===== config.mk =====
export PLATFORM = sky130hd
export DESIGN_NAME = tx100_sym_encoder
export DESIGN_NICKNAME = d
export VERILOG_FILES = /design/src/rtl/tx100_pkg.sv /design/src/rtl/tx100_grp_framer.sv /design/src/rtl/tx100_scrambler.sv /design/src/rtl/tx100_mlt3.sv /design/src/rtl/tx100_sym_encoder.sv
export SDC_FILE = /design/constraint.sdc
export NUM_CORES = 1
export LEC_CHECK = 0
export BUFFER_PORTS_ARGS = -buffer_cell sky130_fd_sc_hd__buf_4
export CORE_UTILIZATION = 51
export DETAILED_ROUTE_END_ITERATION = 6
export PLACE_DENSITY = 0.82
export SYNTH_ARGS = -nofsm -noshare
export SYNTH_HDL_FRONTEND = slang
export SYNTH_SLANG_ARGS = --single-unit

===== constraint.sdc =====
create_clock -name clk -period 1.3 [get_ports clk]
set_input_delay 0.13 -clock clk [delete_from_list [all_inputs] [get_ports clk]]
set_output_delay 0.13 -clock clk [all_outputs]
set_load 0.01 [all_outputs]

===== src/rtl/tx100_pkg.sv =====
package tx100_pkg;
  localparam int GRP_W = 5;
  typedef logic [GRP_W-1:0] cgrp_t;

  localparam cgrp_t CG_IDLE = 5'b11111;
  localparam cgrp_t CG_J    = 5'b11000;
  localparam cgrp_t CG_K    = 5'b10001;
  localparam cgrp_t CG_T    = 5'b01101;
  localparam cgrp_t CG_R    = 5'b00111;
  localparam cgrp_t CG_H    = 5'b00100;

  typedef enum logic [1:0] {FS_IDLE, FS_SEND_K, FS_DATA, FS_SEND_R} fstate_t;

  function automatic cgrp_t data_grp(input logic [3:0] n);
    cgrp_t g;
    case (n)
      4'h0: g = 5'b11110;  4'h1: g = 5'b01001;
      4'h2: g = 5'b10100;  4'h3: g = 5'b10101;
      4'h4: g = 5'b01010;  4'h5: g = 5'b01011;
      4'h6: g = 5'b01110;  4'h7: g = 5'b01111;
      4'h8: g = 5'b10010;  4'h9: g = 5'b10011;
      4'hA: g = 5'b10110;  4'hB: g = 5'b10111;
      4'hC: g = 5'b11010;  4'hD: g = 5'b11011;
      4'hE: g = 5'b11100;  default: g = 5'b11101;
    endcase
    return g;
  endfunction
endpackage


===== src/rtl/tx100_grp_framer.sv =====
module tx100_grp_framer
  import tx100_pkg::*;
#(
  parameter int NIB_W = 4
) (
  input  logic             clk,
  input  logic             rst,
  input  logic             bit_en,
  input  logic             tx_en,
  input  logic             tx_er,
  input  logic [NIB_W-1:0] txd,
  output logic             nib_req,
  output logic             ser_bit
);
  localparam int BC_W = $clog2(GRP_W);
  localparam logic [BC_W-1:0] LAST = BC_W'(GRP_W - 1);

  logic [BC_W-1:0] bc;
  cgrp_t           sreg, nxt_grp;
  fstate_t         st, nxt_st;

  always_comb begin
    nxt_grp = CG_IDLE;
    nxt_st  = st;
    case (st)
      FS_IDLE: if (tx_en) begin
        nxt_grp = CG_J;
        nxt_st  = FS_SEND_K;
      end
      FS_SEND_K: begin
        nxt_grp = CG_K;
        nxt_st  = FS_DATA;
      end
      FS_DATA: if (tx_en) begin
        nxt_grp = tx_er ? CG_H : data_grp(txd[3:0]);
      end else begin
        nxt_grp = CG_T;
        nxt_st  = FS_SEND_R;
      end
      default: begin
        nxt_grp = CG_R;
        nxt_st  = FS_IDLE;
      end
    endcase
  end

  always_ff @(posedge clk) begin
    if (rst) begin
      bc      <= '0;
      sreg    <= CG_IDLE;
      st      <= FS_IDLE;
      nib_req <= 1'b0;
    end else if (bit_en) begin
      if (bc == LAST) begin
        bc      <= '0;
        sreg    <= nxt_grp;
        st      <= nxt_st;
        nib_req <= 1'b0;
      end else begin
        bc      <= bc + 1'b1;
        sreg    <= {sreg[GRP_W-2:0], 1'b0};
        nib_req <= (bc == LAST - 1'b1);
      end
    end
  end

  assign ser_bit = sreg[GRP_W-1];


  bc_range_chk: assert property (@(posedge clk) disable iff (rst) bc <= LAST);

  start_pair_chk: assert property (@(posedge clk) disable iff (rst)
    $rose(st == FS_SEND_K) |-> sreg == CG_J);

  end_pair_chk: assert property (@(posedge clk) disable iff (rst)
    $rose(st == FS_SEND_R) |-> sreg == CG_T);
endmodule


===== src/rtl/tx100_scrambler.sv =====
module tx100_scrambler #(
  parameter int           LFSR_W = 11,
  parameter int           TAP    = 8,
  parameter logic [10:0]  SEED   = 11'h5A5
) (
  input  logic clk,
  input  logic rst,
  input  logic bit_en,
  input  logic din,
  output logic dout
);
  logic [LFSR_W-1:0] lfsr;
  logic              key;

  assign key  = lfsr[LFSR_W-1] ^ lfsr[TAP];
  assign dout = din ^ key;

  always_ff @(posedge clk) begin
    if (rst)         lfsr <= LFSR_W'(SEED);
    else if (bit_en) lfsr <= {lfsr[LFSR_W-2:0], key};
  end


  lfsr_nz_chk: assert property (@(posedge clk) disable iff (rst) lfsr != '0);

  lfsr_hold_chk: assert property (@(posedge clk) disable iff (rst)
    !bit_en |=> $stable(lfsr));
endmodule


===== src/rtl/tx100_mlt3.sv =====
module tx100_mlt3 (
  input  logic       clk,
  input  logic       rst,
  input  logic       bit_en,
  input  logic       din,
  output logic [1:0] line_sym,
  output logic       sym_stb
);
  logic [1:0] ph, nxt_ph, lvl;

  assign nxt_ph = din ? ph + 2'd1 : ph;

  always_comb begin
    case (nxt_ph)
      2'd1:    lvl = 2'b01;
      2'd3:    lvl = 2'b11;
      default: lvl = 2'b00;
    endcase
  end

  always_ff @(posedge clk) begin
    if (rst) begin
      ph       <= 2'd0;
      line_sym <= 2'b00;
      sym_stb  <= 1'b0;
    end else begin
      sym_stb <= bit_en;
      if (bit_en) begin
        ph       <= nxt_ph;
        line_sym <= lvl;
      end
    end
  end


  level_code_chk: assert property (@(posedge clk) disable iff (rst) line_sym != 2'b10);

  level_step_chk: assert property (@(posedge clk) disable iff (rst)
    (line_sym != 2'b00) |=> (line_sym == $past(line_sym) || line_sym == 2'b00));

  stb_only_chk: assert property (@(posedge clk) disable iff (rst)
    !$stable(line_sym) |-> sym_stb);
endmodule


===== src/rtl/tx100_sym_encoder.sv =====
module tx100_sym_encoder #(
  parameter int          NIB_W  = 4,
  parameter int          LFSR_W = 11,
  parameter int          TAP    = 8,
  parameter logic [10:0] SEED   = 11'h5A5
) (
  input  logic             clk,
  input  logic             rst,
  input  logic             bit_en,
  input  logic             tx_en,
  input  logic             tx_er,
  input  logic [NIB_W-1:0] txd,
  output logic             nib_req,
  output logic [1:0]       line_sym,
  output logic             sym_stb
);
  logic code_bit, scr_bit;

  tx100_grp_framer #(.NIB_W(NIB_W)) u_framer (
    .clk(clk), .rst(rst), .bit_en(bit_en), .tx_en(tx_en), .tx_er(tx_er),
    .txd(txd), .nib_req(nib_req), .ser_bit(code_bit)
  );

  tx100_scrambler #(.LFSR_W(LFSR_W), .TAP(TAP), .SEED(SEED)) u_scr (
    .clk(clk), .rst(rst), .bit_en(bit_en), .din(code_bit), .dout(scr_bit)
  );

  tx100_mlt3 u_mlt3 (
    .clk(clk), .rst(rst), .bit_en(bit_en), .din(scr_bit),
    .line_sym(line_sym), .sym_stb(sym_stb)
  );
endmodule


## Word-level counts from Yosys, hierarchy flattened

Memory sizes are Yosys's and may differ from the RTL's.
Index checks and enable logic that the tools add are counted.

| word-level totals | value |
|---|---|
| memories kept | 1 |
| flip-flop bits (word level) | 27 |
| input port bits | 9 |
| memory bits (read-only) | 80 |

Memories:

| memory | words | width | read ports | clocked after memory_dff | wr ports | RTL line | source |
|---|---|---|---|---|---|---|---|
| (name not given) | 16 | 5 | 1 | 0 | 0 | tx100_pkg.sv:16 | `case (n)` |

| cells by class | value |
|---|---|
| $add $sub $neg | 2 |
| bitwise gates (word level) | 2 |
| muxes and demuxes | 12 |
| equality and inequality tests | 8 |
| reduce and logical (&&, ||, !) cells | 2 |

Operators with widths:

| cell | count |
|---|---|
| $mux W5 | 3 |
| $pmux W5 S3 | 1 |
| $mux W2 | 3 |
| $mux W3 | 2 |
| $pmux W2 S3 | 1 |
| $eq A2 B1 Y1 const B | 2 |
| $eq A2 B2 Y1 const B | 2 |
| $ne A2 B2 Y1 const B | 2 |
| $pmux W2 S2 | 1 |
| $reduce_and A4 Y1 | 1 |
| $add A3 B1 Y3 const B | 1 |
| $eq A3 B2 Y1 const B | 1 |
| $eq A3 B3 Y1 const B | 1 |
| $add A2 B1 Y2 const B | 1 |
| $logic_not A2 Y1 | 1 |
| $xor A1 B1 Y1 | 2 |
| $mux W1 | 1 |

## Longest topological paths before layout

| logic depth | value |
|---|---|
| depth in word-level cells | 5 |
| gate-level depth with buffers | 6 |
| gate-level depth less buffers | 6 |

## By module

From an unflattened synthesis, not the netlist that was laid out.

| second synthesis, totals | value |
|---|---|
| cells, all modules | 135 |
| area total of the unflattened synthesis | 1241.2 µm² |

By module, submodules not included:

| module | cells each | instances | area an instance (µm²) |
|---|---|---|---|
| tx100_grp_framer | 81 | 1 | 664.4 |
| tx100_scrambler | 37 | 1 | 401.6 |
| tx100_mlt3 | 17 | 1 | 175.2 |

## Least setup slack after synthesis

OpenSTA, ideal clock, no wires.

| timing path | value |
|---|---|
| path kind | register to register |
| start | reg u_framer.st[0] |
| end | reg u_framer.st[1] |
| path buffers | 0 |
| arrival time | 1.243 ns |
| cell stages (with the launch flop) | 7 |
| period minus slack after synthesis | 1.371 ns |
| required time | 1.172 ns |
| path slack | -0.071 ns |
| setup time | 0.128 ns |
| cell sequence | dfxtp_1 inv_1 ha_1 nor2b_1 nor3b_1 mux2i_1 nor2_1 |

| on the way | value |
|---|---|
| longest elaborated chain between the ends | 3 |
| elaborated cells between the ends (all ways) | 7 |
| those cells by class | 4 x eq/ne; 1 x mux; 2 x reduce/logical |

RTL lines:

| element | RTL line | source |
|---|---|---|
| from (decl) | tx100_grp_framer.sv:20 | `fstate_t st, nxt_st;` |
| from (signal assigned) | tx100_grp_framer.sv:57 | `st <= nxt_st;` |
| $eq A2 B2 Y1 / $logic_not A2 Y1 (equally long branches) | tx100_grp_framer.sv:25 | `case (st)` |
| $ne A2 B2 Y1 (no line) | -- |  |
| $reduce_and A4 Y1 (no line) | -- |  |

Parallel ways exist; a longest one is shown, timed or not.
A chain may end at the register's enable or synchronous reset.

## Worst setup path after layout

| timing path | value |
|---|---|
| start | reg u_framer.bc[1] |
| end | reg u_framer.sreg[3] |

| on the way | value |
|---|---|
| longest elaborated chain between the ends | 2 |

RTL lines:

| element | RTL line | source |
|---|---|---|
| from (decl) | tx100_grp_framer.sv:18 | `logic [BC_W-1:0] bc;` |
| from (signal assigned) | tx100_grp_framer.sv:60 | `bc <= bc + 1'b1;` |
| $eq A3 B3 Y1 | tx100_grp_framer.sv:54 | `if (bc == LAST) begin` |
| $mux W5 | tx100_grp_framer.sv:54 |  |
| to (signal assigned) | tx100_grp_framer.sv:56 | `sreg <= nxt_grp;` |
| to (signal assigned) | tx100_grp_framer.sv:61 | `sreg <= {sreg[GRP_W-2:0], 1'b0};` |
| to (decl) | tx100_grp_framer.sv:19 | `cgrp_t sreg, nxt_grp;` |

Every way passes these cells.

==> flow_metrics.tcl <==
set metrics [dict create \
    final_antenna_net_count 0 \
    critical_path_class "reg2reg" \
    setup_ws_ps -26.2 \
    violations "setup timing" \
    met3_length_um 69 \
    htreeDepth 1 \
    gr-total-overflow 0 \
    clk_pin_slew_ps 150 \
    portBuffers 12 \
    clkSinkCount 26 \
    hold_violations 0 \
    start_util_pct 55.4 \
    post-route-min-period_ps 1330 \
    rsz0062_at_grt "true" \
    arrival_ps 1550 \
    ctsHoldBuffers 0 \
    post-route-period-util_pct 102 \
    totalWireLength_um 3010 \
    post_drt_via_cell_ratio 5.73 \
    fmax_mhz 754 \
    synth_edf_count 0 \
    leakage_nw 0.676 \
    synth_nets 157 \
    antenna_found_initial 0 \
    maxSlewHeadroom_pct 74.8 \
    wl_per_cell_um 15.7 \
    dr.pass1.iters 4 \
    setup-tns-final_ps -42.2 \
    syn-cell-area_sq_um 1250 \
    grtUsageTotal_pct 22.7 \
    synth-warning-count 0 \
    clk_latency_ps 330 \
    synth_cell_types 33 \
    final.setup_skew_ps 11.6 \
    fillers 158 \
    worst_slew_pin_slew_ps 373 \
    synthTopCellsByArea "dfxtp_1 42%, ha_1 7.0%, nor2_1 5.1%" \
    dp_cells 186 \
    numCtsBuffers 3 \
    status "complete, but fails checks" \
    chipWidth_um 51.5 \
    cap_violations 0 \
    ios 13 \
    core_area_sq_um 2250 \
    cts_tree "done" \
    hp-class "in2reg" \
    core.rowCount 17 \
    final_cell_mix "26 x buf_4, 20 x dfxtp_1, 17 x nor2_1" \
    max-vdd-ir-drop_mv 0.942 \
    die_h_um 51.5 \
    route.detailed.drc 0 \
    critPathLaunchType "register" \
    top_layer "met4" \
    grt_pass1_vias 1034 \
    yosys.area.top_type "dfxtp_1" \
    diodes 0 \
    avgSynthCellArea_sq_um 8.86 \
    grt_max_degree 27 \
    synth_cells 141 \
    grt_pass1_wl_um 4450 \
    synthToLayoutAreaGrowth_pct 32.3 \
    cp_max_fo 5 \
    p_per_area_nw_per_um2 1040 \
    ys_seq_elements 26 \
    hpwl_um 1890 \
    hold_ws_ps 150 \
    die-area_sq_um 2650 \
    nets 181 \
    final_cell_count_no_fill 192 \
    setup_viol 3 \
    drt-met1-wl_um 1440 \
    required_ps 1530 \
    final_common_cell "buf_4" \
    clk_path_buf_depth 2 \
    pre_cts_ws_ps -57.5 \
    drtIter0Drc 10 \
    slew_violations 0 \
    clockRootBuffer "clkbuf_4" \
    ys_seq_area_share_pct 41.7 \
    via_count 1101 \
    synth_top_area_share_pct 41.7 \
    gp_congestion 0.950 \
    synth_ff_type "dfxtp_1" \
    drive_gt1_share_pct 37.8 \
    async_flop_share_pct 0 \
    wl_met2_um 1470 \
    end_kind "register" \
]
==> area by class of cell <==
cell class                      instances  area, sq um  area share, %
Multi-Input combinational cell         98          798           48.3
Sequential cell                        26          531           32.1
Timing Repair Buffer                   26          195           11.8
Inverter                               10         40.0           2.42
Tap cell                               28         35.0           2.12
Clock inverter                          1         30.0           1.82
Clock buffer                            3         22.5           1.36
==> where the power goes <==
part           internal [mW]  switching [mW]  total (mW)
registers              0.849          0.0356       0.884
logic                  0.140           0.140       0.280
clock network          0.312           0.248       0.560
total                   1.30           0.423        1.72
==> path summary, 6_finish.rpt <==
kind / from / to / slack, ps / cells past startpoint
setup reg to reg: u_framer.bc[1] / u_framer.sreg[3] / -30 / 6
setup / recovery: u_framer.bc[1] / u_framer.sreg[3] / -30 / 6
hold / removal: rst / u_framer.st[1] / 150 / 2
hold reg to reg: u_mlt3.line_sym[1] / u_mlt3.line_sym[1] / 470 / 2
==> layer usage <==
layer  up-vias  global-route usage, %
met5         -                      0
met4         0                   8.11
met3         4                   2.68
met2        28                   39.4
met1       527                   28.6
li1        542                      -
==> worst max-delay path: stages (launching register included) <==
cell and delay (ps):
dfxtp_2 350, inv_2 60, ha_4 170, nand2_4 90, and3_4 200, a211oi_4 230, o41ai_2 110
==> metrics by stage <==
| stage | utilization (%) | instance area, sq um | total power, mW |
|---|---|---|---|
| after floorplan | - | 1260 | 1.05 |
| final | 73.3 | 1650 | 1.72 |
| after global routing | 73.3 | 1650 | 1.80 |
| after detailed placement | 63.7 | 1440 | 1.13 |
| after CTS | 68.0 | 1530 | 1.69 |
| after global placement | 63.7 | 1440 | 1.12 |
==> cell usage after synthesis (all sizes together), types with 2 or more instances <==
| cell type | number |
|---|---|
| a211o | 6 |
| a21oi | 9 |
| a41oi | 2 |
| and2 | 5 |
| and3 | 2 |
| buf | 4 |
| clkbuf | 3 |
| dfxtp | 26 |
| ha | 7 |
| inv | 9 |
| mux2i | 6 |
| nand2 | 7 |
| nand3 | 4 |
| nor2 | 17 |
| nor2b | 2 |
| nor3 | 5 |
| o21ai | 9 |
| o41ai | 2 |
| xnor2 | 4 |
==> repair_timing <==
action / 4_1_cts / 5_1_grt
setup endpoints to repair: 5 / 13
gates cloned: 0 / 0
resized for setup: 12 / 32
setup buffers: 1 / 1
pin swaps: 5 / 9
==> state kept, by name, indices dropped and copies added, names as in the netlist <==
name / flops
u_scr.lfsr: 11
u_framer.sreg: 5
u_framer.bc: 3
u_framer.st: 2
u_mlt3.ph: 2
u_framer.nib_req: 1
u_mlt3.line_sym: 1
u_mlt3.sym_stb: 1
==> cell families (layout without fill, tap and decap cells) <==
family	count (synthesis)	count (layout)	share of synthesized area [%]
DFF	26	26	41.7
and+or+nand+nor	46	46	17.5
AOI/OAI and AO/OA	34	34	18.4
adders and majority gates	7	7	7.01
xor gates and xnor gates	5	5	4.61
buffers and inverters	17	40	5.91
muxes	6	6	4.81
No activity file was read; power rests on OpenSTA's default activity.
